===== config.mk =====
export PLATFORM = sky130hd
export DESIGN_NAME = rx_pace_unit
export DESIGN_NICKNAME = d
export VERILOG_FILES = /design/src/rtl/rxp_pkg.sv /design/src/rtl/rxp_cfg_regs.sv /design/src/rtl/rxp_rts_hyst.sv /design/src/rtl/rxp_spc_match.sv /design/src/rtl/rx_pace_unit.sv
export SDC_FILE = /design/constraint.sdc
export NUM_CORES = 1
export LEC_CHECK = 0
export BUFFER_PORTS_ARGS = -buffer_cell sky130_fd_sc_hd__buf_4
export CAP_MARGIN = 15
export CORE_UTILIZATION = 51
export DETAILED_ROUTE_END_ITERATION = 7
export PLACE_DENSITY = 0.78
export SLEW_MARGIN = 5
export SYNTH_ARGS = -nofsm -noshare
export SYNTH_HDL_FRONTEND = slang
export SYNTH_SLANG_ARGS = --single-unit

===== constraint.sdc =====
create_clock -name clk -period 1.7 [get_ports clk]
set_input_delay 0.085 -clock clk [delete_from_list [all_inputs] [get_ports clk]]
set_output_delay 0.085 -clock clk [all_outputs]
set_load 0.01 [all_outputs]

===== src/rtl/rxp_pkg.sv =====
// Package: shared types of the receive flow-control threshold unit.
// Assumes: the control word occupies the low bits of the write data bus.
package rxp_pkg;

    // Configuration addresses seen on the write port
    typedef enum logic [1:0] {
        ADDR_CTRL  = 2'd0,
        ADDR_LEVEL = 2'd1,
        ADDR_MATCH = 2'd2,
        ADDR_NONE  = 2'd3
    } rxp_addr_e;

    // Control word; last member is bit 0
    typedef struct packed {
        logic spc_det;   // bit 3: match-character detection
        logic auto_rts;  // bit 2: automatic pacing
        logic lvl_mode;  // bit 1: level-byte unlock
        logic enh;       // bit 0: feature unlock
    } rxp_ctrl_t;

    localparam int CTRL_W = $bits(rxp_ctrl_t);

endpackage


===== src/rtl/rxp_cfg_regs.sv =====
// Module: rxp_cfg_regs
// Holds the control word, the packed level byte and the match character.
// The level byte accepts a write only while both unlock bits are set.
// Assumes: DATA_W == 2*LVL_W and DATA_W >= CTRL_W.
module rxp_cfg_regs
    import rxp_pkg::*;
#(
    parameter int DATA_W = 8,
    parameter int LVL_W  = 4
) (
    input  logic              clk,
    input  logic              rst_n,
    input  logic              wr_en,
    input  logic [1:0]        wr_addr,
    input  logic [DATA_W-1:0] wr_data,
    output rxp_ctrl_t         ctrl_q,
    output logic [DATA_W-1:0] level_q,
    output logic [DATA_W-1:0] match_q,
    output logic [LVL_W-1:0]  halt_fld,
    output logic [LVL_W-1:0]  resume_fld
);

    logic lvl_unlocked;

    // Level byte is writable only with both unlock bits set
    assign lvl_unlocked = ctrl_q.enh & ctrl_q.lvl_mode;

    // Register update on configuration writes
    always_ff @(posedge clk) begin
        if (!rst_n) begin
            ctrl_q  <= '0;
            level_q <= '0;
            match_q <= '0;
        end else if (wr_en) begin
            case (rxp_addr_e'(wr_addr))
                ADDR_CTRL:  ctrl_q <= rxp_ctrl_t'(wr_data[CTRL_W-1:0]);
                ADDR_LEVEL: if (lvl_unlocked) level_q <= wr_data;
                ADDR_MATCH: match_q <= wr_data;
                default:    ;
            endcase
        end
    end

    // Field split: stop level in the low nibble, go level in the high nibble
    assign halt_fld   = level_q[LVL_W-1:0];
    assign resume_fld = level_q[2*LVL_W-1:LVL_W];

endmodule


===== src/rtl/rxp_rts_hyst.sv =====
// Module: rxp_rts_hyst
// Hysteresis pacing: drops ready at or above the stop level, raises it
// at or below the go level, and holds it in between. The stop test has
// priority, so levels set in the wrong order still give a defined result.
// Assumes: LVL_W + SCALE_SH <= CNT_W.
module rxp_rts_hyst #(
    parameter int CNT_W    = 7,
    parameter int LVL_W    = 4,
    parameter int SCALE_SH = 2
) (
    input  logic             clk,
    input  logic             rst_n,
    input  logic             auto_en,
    input  logic [LVL_W-1:0] halt_fld,
    input  logic [LVL_W-1:0] resume_fld,
    input  logic [CNT_W-1:0] fill_cnt,
    output logic             rts_ready
);

    localparam int LB_W  = LVL_W + SCALE_SH;
    localparam int N_LVL = 2;

    logic [LVL_W-1:0] fld   [N_LVL];
    logic [CNT_W-1:0] lvl_b [N_LVL];
    logic             stop_hit, go_hit;

    assign fld[0] = halt_fld;
    assign fld[1] = resume_fld;

    // Scale each field to a byte count by a left shift
    for (genvar i = 0; i < N_LVL; i++) begin : g_scale
        assign lvl_b[i] = CNT_W'({fld[i], {SCALE_SH{1'b0}}});
    end

    // Threshold comparisons
    assign stop_hit = (fill_cnt >= lvl_b[0]);
    assign go_hit   = (fill_cnt <= lvl_b[1]);

    // Ready line state: forced high when pacing is off, stop has priority
    always_ff @(posedge clk) begin
        if (!rst_n)        rts_ready <= 1'b1;
        else if (!auto_en) rts_ready <= 1'b1;
        else if (stop_hit) rts_ready <= 1'b0;
        else if (go_hit)   rts_ready <= 1'b1;
    end

    if (LB_W > CNT_W) begin : g_bad_width
        initial $error("rxp_rts_hyst: scaled level wider than fill count");
    end

endmodule


===== src/rtl/rxp_spc_match.sv =====
// Module: rxp_spc_match
// Compares each received byte with the match character and keeps a
// sticky flag. A set beats a clear that arrives in the same cycle.
// Assumes: rx_valid is a one-cycle strobe per received byte.
module rxp_spc_match #(
    parameter int DATA_W = 8
) (
    input  logic              clk,
    input  logic              rst_n,
    input  logic              det_en,
    input  logic [DATA_W-1:0] match_chr,
    input  logic              rx_valid,
    input  logic [DATA_W-1:0] rx_byte,
    input  logic              spc_clr,
    output logic              spc_irq
);

    logic hit;

    // Match event for this cycle
    assign hit = rx_valid & det_en & (rx_byte == match_chr);

    // Sticky flag, set has priority over clear
    always_ff @(posedge clk) begin
        if (!rst_n)       spc_irq <= 1'b0;
        else if (hit)     spc_irq <= 1'b1;
        else if (spc_clr) spc_irq <= 1'b0;
    end

endmodule


===== src/rtl/rx_pace_unit.sv =====
// Module: rx_pace_unit (top)
// Receive flow-control threshold unit: configuration registers,
// hysteresis pacing of the ready line and match-character flag.
// Assumes: fill_cnt is the synchronous occupancy of the receive FIFO.
module rx_pace_unit
    import rxp_pkg::*;
#(
    parameter int DATA_W   = 8,
    parameter int CNT_W    = 7,
    parameter int SCALE_SH = 2,
    parameter int ADDR_W   = 2
) (
    input  logic              clk,
    input  logic              rst_n,
    input  logic              wr_en,
    input  logic [ADDR_W-1:0] wr_addr,
    input  logic [DATA_W-1:0] wr_data,
    input  logic [CNT_W-1:0]  fill_cnt,
    input  logic              rx_valid,
    input  logic [DATA_W-1:0] rx_byte,
    input  logic              spc_clr,
    output logic              rts_ready,
    output logic              spc_irq
);

    localparam int LVL_W = DATA_W / 2;

    rxp_ctrl_t         ctrl_q;
    logic [DATA_W-1:0] level_q;
    logic [DATA_W-1:0] match_q;
    logic [LVL_W-1:0]  halt_fld;
    logic [LVL_W-1:0]  resume_fld;

    rxp_cfg_regs #(.DATA_W(DATA_W), .LVL_W(LVL_W)) u_regs (
        .clk        (clk),
        .rst_n      (rst_n),
        .wr_en      (wr_en),
        .wr_addr    (wr_addr),
        .wr_data    (wr_data),
        .ctrl_q     (ctrl_q),
        .level_q    (level_q),
        .match_q    (match_q),
        .halt_fld   (halt_fld),
        .resume_fld (resume_fld)
    );

    rxp_rts_hyst #(.CNT_W(CNT_W), .LVL_W(LVL_W), .SCALE_SH(SCALE_SH)) u_hyst (
        .clk        (clk),
        .rst_n      (rst_n),
        .auto_en    (ctrl_q.auto_rts),
        .halt_fld   (halt_fld),
        .resume_fld (resume_fld),
        .fill_cnt   (fill_cnt),
        .rts_ready  (rts_ready)
    );

    rxp_spc_match #(.DATA_W(DATA_W)) u_match (
        .clk       (clk),
        .rst_n     (rst_n),
        .det_en    (ctrl_q.spc_det),
        .match_chr (match_q),
        .rx_valid  (rx_valid),
        .rx_byte   (rx_byte),
        .spc_clr   (spc_clr),
        .spc_irq   (spc_irq)
    );

endmodule


==> results of run 1 <==
## critical path, delay by kind of cell, from the launching register on
| family | cells | cell delay, ns |
|---|---|---|
| adders and majority gates | 1 | 0.27 |
| and+or+nand+nor | 1 | 0.13 |
| DFF | 1 | 0.35 |
| buffers and inverters | 1 | 0.05 |
| AOI/OAI and AO/OA | 3 | 0.65 |
## kinds of logic after synthesis
logic type | synth area share [%]
AO/OA/AOI/OAI | 5.764
XOR/XNOR | 5.977
adder cells (fa/ha/maj) | 8.538
buffers and inverters | 3.523
flip-flops | 37.57
multiplexers | 17.08
AND/OR/NAND/NOR | 21.56
## registers in the layout (all words and copies together) (netlist names)
signal            count
u_regs.ctrl_q         4
u_match.spc_irq       1
u_regs.match_q        8
u_regs.level_q        8
u_hyst.rts_ready      1
## synth_stat cells (all sizes together)
library cell	count	share of area (%)
nand3b	2	1.3
nor2b	22	12
nor3	1	0.43
nor2	3	0.96
and3	1	0.53
nand3	3	1.3
o21ai	1	0.43
ha	8	8.5
a21oi	2	0.85
nor4	1	0.53
xnor2	1	0.75
inv	7	2.2
dfxtp	22	38
nor3b	1	1.6
o41ai	1	1.4
o211ai	1	0.64
nand2b	1	0.53
o221a	1	0.96
clkbuf	2	0.64
xor2	7	5.2
nand2	2	0.64
mux2i	20	17
nand4	1	1.8
buf	1	0.64
a311o	1	0.85
o31ai	1	0.64
## stage by stage
stage | instances | hold slack, ns | power (mW)
5_1_grt | 173 | 0.03363 | 1.126
2_1_floorplan | 114 | 0.2132 | 0.6106
4_1_cts | 173 | 0.02978 | 1.089
3_5_place_dp | 169 | 0.3594 | 0.6887
3_3_place_gp | 169 | 0.3538 | 0.6846
6_report | 173 | 0.04286 | 1.072
## routing by layer
metal  wire length, um  vias up  global-route usage (%)
met5                 0        -                       0
met4                23        0                   7.619
met3                60        4                   3.395
met2              1164       18                   36.49
met1               987      413                   26.09
li1                  -      456                       -
## layout make-up
class / instances / area (um^2) / area share [%]
Clock inverter: 1 / 30.03 / 2.034
Clock buffer: 3 / 22.52 / 1.525
Sequential cell: 22 / 440.4 / 29.83
Tap cell: 27 / 33.78 / 2.288
Multi-Input combinational cell: 82 / 690.7 / 46.78
Timing Repair Buffer: 31 / 232.7 / 15.76
Inverter: 7 / 26.28 / 1.780
## report_power, final
part	internal [mW]	switching, mW
Clock	0.238	0.157
Combinational	0.0838	0.0600
Sequential	0.526	0.00726
Total	0.848	0.225
## worst paths after layout
check / depth (start not counted) / end
setup / recovery: 6 / u_hyst.rts_ready$_SDFFE_PN1P_
hold / removal: 3 / u_regs.level_q[6]$_SDFFE_PN0P_
setup reg to reg: 6 / u_hyst.rts_ready$_SDFFE_PN1P_
hold reg to reg: 2 / u_match.spc_irq$_SDFFE_PN0P_
==> results.toml, run 1 <==
[global_routing]
grt_usage_pct = 21.11
grt_max_degree = 26
grt_pass1_vias = 933
overflow = 0
antenna_found_initial = 0
grt_pass1_wl_mm = 3.974

[synthesis]
syn_nets = 152
synth_area_mm2 = 0.001172
ys_seq_area_share_pct = 37.57
syn_area_per_cell_um2 = 10.28
synth_cells = 114
ys_seq_elements = 22
ys_warn_count = 0
synth_cell_types = 27

[route]
routed_wl_mm = 2.236
route.detailed.drc = 0
vias = 891
firstDrtPassIters = 3
drtIter0Drc = 5
avgRoutedWirePerCell_um = 12.92
antenna_left = 0
via_per_inst = 5.150

[setup_path]
path_cells = "inv_1 -> ha_1 -> nor2b_1 -> a311o_1 -> a21oi_1 -> o221a_2"
worst_setup_path_end_kind = "flip-flop"
timing.rr.start = "u_regs.level_q[1]$_SDFFE_PN0P_"
critPathMaxFanout = 2
cp-startpoint = "u_regs.level_q[1]$_SDFFE_PN0P_"
critical_path_class = "flip-flop to flip-flop"
required_ns = 1.96
reg2reg_setup_slack_ns = 0.21
arrival_ns = 1.75
cp_slowest_stage_delay_ns = 0.35
worst_path_max_delay_cell = "dfxtp_1"
critPathLaunchType = "flip-flop"

[cells_and_area]
layout_commonest_cell = "buf_4"
finalInstanceArea_mm2 = 0.001476
drive_above_1_share_pct = 27.40
synthToLayoutAreaGrowth_pct = 25.93
nFillCells = 165
n_antenna_cell = 0
layout_common_cells = "31 x buf_4, 22 x dfxtp_1, 21 x nor2b_1"
postLayoutCoreUtil_pct = 71.60
fin_nets = 185

[sta]
period_minus_slack_ns = 1.490
hold_viol_final = 0
fin_tns_setup_ns = 0
maxSlewHeadroom_pct = 63.76
tightest_slew_ns = 0.5420
rsz0062_at_grt = "false"
report.final.setup_viol = 0
finalCritPeriodShare_pct = 87.62
slew_violations = 0
fin_skew_ns = 0.002360
worst_slack_ns = 0.2105
max_freq_mhz = 671.4

[clocking]
clkSlewWorstSetupHoldPaths_ns = 0.12
h-tree-depth = 1
postCtsHoldBufs = 0
worstSkewPairLatency_ns = 0.30
cts_tree = "done"
cts_sinks = 22
post_cts_buffers = 0
ctsResizeCount = 0
cts-root-buf = "clkbuf_4"
cts_buffers = 3
max-clock-path-buffers = 2

[floorplanning]
die_area_mm2 = 0.002495
rows = 16
die_width_um = 49.95
ios = 32
die_h_um = 49.95
core_area_mm2 = 0.002062
start_util_pct = 56.86

[place]
hpwlAfterDp_mm = 1.765
port_buffers = 31
dp_slack_ns = 0.2346
dpl-instance-area_mm2 = 0.001424
gp_routability_congestion = 0.8560

[hold_path]
min_path_type = "input pin to flip-flop"
hp-start = "wr_data[6]"

[power]
peakVddDrop_uv = 681.7
leakagePower_nw = 0.7090
power.density_mw_per_mm2 = 726.3

[job]
maxCapViolCount = 0

[run_status]
outcome = "finished, final reports clean"
Note: power is estimated with default switching activity, not from simulation.
==> run 2, diff against run 1 <==
--- a/config.mk
+++ b/config.mk
@@ -7,9 +7,8 @@
 export LEC_CHECK = 0
 export BUFFER_PORTS_ARGS = -buffer_cell sky130_fd_sc_hd__buf_4
 export CAP_MARGIN = 15
-export CORE_UTILIZATION = 51
+export CORE_UTILIZATION = 40
 export DETAILED_ROUTE_END_ITERATION = 7
-export PLACE_DENSITY = 0.78
 export SLEW_MARGIN = 5
 export SYNTH_ARGS = -nofsm -noshare
 export SYNTH_HDL_FRONTEND = slang
==> run 2 against run 1 <==
Effect of this change: non-clock buffer count unchanged; global-route usage is 4.5 points lower; combinational power is essentially flat; final cell count is 1.7% higher; sequential power about the same; maximum frequency is 0.62% higher; register-to-register slack hardly changed; clock-buffer cell count did not move; total power decreased by 15%; clock skew grew 0.0082 ns; critical path depth unchanged; wire length is 3.2% higher; critical endpoint unchanged.
==> results.toml, run 2 (same netlist as run 1, synthesis figures left out) <==
[hold_path]
hp-start = "wr_data[7]"
min_path_cells = 3
min_to = "u_regs.level_q[7]$_SDFFE_PN0P_"
min_path_type = "input pin to flip-flop"

[global_routing]
grt_pass1_vias = 899
grt_usage_pct = 16.63
grt_max_degree = 26
antenna_found_initial = 0
grt_pass1_wl_mm = 4.022
overflow = 0

[power]
peakVddDrop_uv = 360.1
power.density_mw_per_mm2 = 629.6
leakagePower_nw = 0.6948
power_uw = 913.7

[sta]
slew_violations = 0
maxSlewHeadroom_pct = 62.82
report.final.setup_viol = 0
max_freq_mhz = 675.5
fin_skew_ns = 0.01058
hold_viol_final = 0
period_minus_slack_ns = 1.480
tightest_slew_ns = 0.5560
rsz0062_at_grt = "false"
holdWs_ns = 0.04279
finalCritPeriodShare_pct = 87.08
fin_tns_setup_ns = 0

[cells_and_area]
layout_common_cells = "31 x buf_4, 22 x dfxtp_1, 21 x nor2b_1"
reg_top3 = "u_regs.level_q x8, u_regs.match_q x8, u_regs.ctrl_q x4"
multi_input_area_um2 = 690.7
fin_nets = 185
nFillCells = 268
layout_commonest_cell = "buf_4"
synthToLayoutAreaGrowth_pct = 23.80
seq_area_um2 = 440.4
drive_above_1_share_pct = 26.90
n_antenna_cell = 0

[place]
gp_routability_congestion = 0.8905
port_buffers = 31
hpwlAfterDp_mm = 1.779

[route]
antenna_left = 0
drtIter0Drc = 15
firstDrtPassIters = 4
avgRoutedWirePerCell_um = 13.11
routed_wl_mm = 2.307
via_per_inst = 4.938
route.detailed.drc = 0
vias = 869

[clocking]
h-tree-depth = 1
cts_buffers = 3
postCtsHoldBufs = 0
post_cts_buffers = 0
worstSkewPairLatency_ns = 0.30
cts_tree = "done"
cts-root-buf = "clkbuf_4"
cts_sinks = 22
ctsResizeCount = 0
clkSlewWorstSetupHoldPaths_ns = 0.12
max-clock-path-buffers = 2

[setup_path]
timing.rr.start = "u_regs.level_q[1]$_SDFFE_PN0P_"
required_ns = 1.96
r2r_end = "u_hyst.rts_ready$_SDFFE_PN1P_"
arrival_ns = 1.74
reg2reg_setup_slack_ns = 0.22
critPathMaxFanout = 2
reg2reg_depth = 6
critPathLaunchType = "flip-flop"
critical_path_class = "flip-flop to flip-flop"
worst_setup_path_end_kind = "flip-flop"

[run_status]
outcome = "finished, final reports clean"

[floorplanning]
rows = 19
ios = 32
die_h_um = 56.14
core_area_mm2 = 0.002758
start_util_pct = 42.51
die_area_mm2 = 0.003152
die_width_um = 56.14

[job]
maxCapViolCount = 0
run 2: cell count changes in the layout (fill, tap and decap cells not counted):
cell,delta
bufinv_16,-1
run 2: cell type report:
class | count | share of cell area (%)
inverter | 7 | 1.810
multi-input combinational | 82 | 47.59
clock buffer | 3 | 1.552
timing repair buffer | 31 | 16.03
tap | 31 | 2.672
sequential | 22 | 30.34
run 2: worst max-delay path by stage:
stage,startpoint,endpoint
after global placement,u_regs.level_q[1]$_SDFFE_PN0P_,u_hyst.rts_ready$_SDFFE_PN1P_
after CTS,u_regs.level_q[1]$_SDFFE_PN0P_,u_hyst.rts_ready$_SDFFE_PN1P_
after global routing,u_regs.level_q[1]$_SDFFE_PN0P_,u_hyst.rts_ready$_SDFFE_PN1P_
after detailed placement,u_regs.level_q[1]$_SDFFE_PN0P_,u_hyst.rts_ready$_SDFFE_PN1P_
final,u_regs.level_q[1]$_SDFFE_PN0P_,u_hyst.rts_ready$_SDFFE_PN1P_
after floorplan,u_regs.level_q[1]$_SDFFE_PN0P_,u_hyst.rts_ready$_SDFFE_PN1P_
run 2: metrics by stage:
step / std cells / util (%) / setup WS, ns / cell area, um^2
2_1_floorplan: 114 / - / 0.3014 / 1172
3_3_place_gp: 173 / 51.81 / 0.2599 / 1429
3_5_place_dp: 173 / 51.81 / 0.2369 / 1429
4_1_cts: 176 / 52.63 / 0.2085 / 1451
5_1_grt: 176 / 52.63 / 0.1257 / 1451
6_report: 176 / 52.63 / 0.2196 / 1451
run 2: routing by layer:
metal,routed length (um),GRT usage (%)
met1,1095,21.12
met2,1050,26.19
met3,120,3.023
met4,40,9.756
met5,0,0
run 2: report_power, final:
part / internal, mW / total [mW] / switching [mW]
Combinational: 0.0843 / 0.145 / 0.0602
Sequential: 0.526 / 0.533 / 0.00737
Clock: 0.0826 / 0.236 / 0.153
run 2: critical path, stage by stage, from the launching register on:
cell     delay (ns)
dfxtp_1        0.35
inv_1          0.04
ha_1           0.27
nor2b_1        0.13
a311o_1        0.31
a21oi_1        0.14
o221a_2        0.19
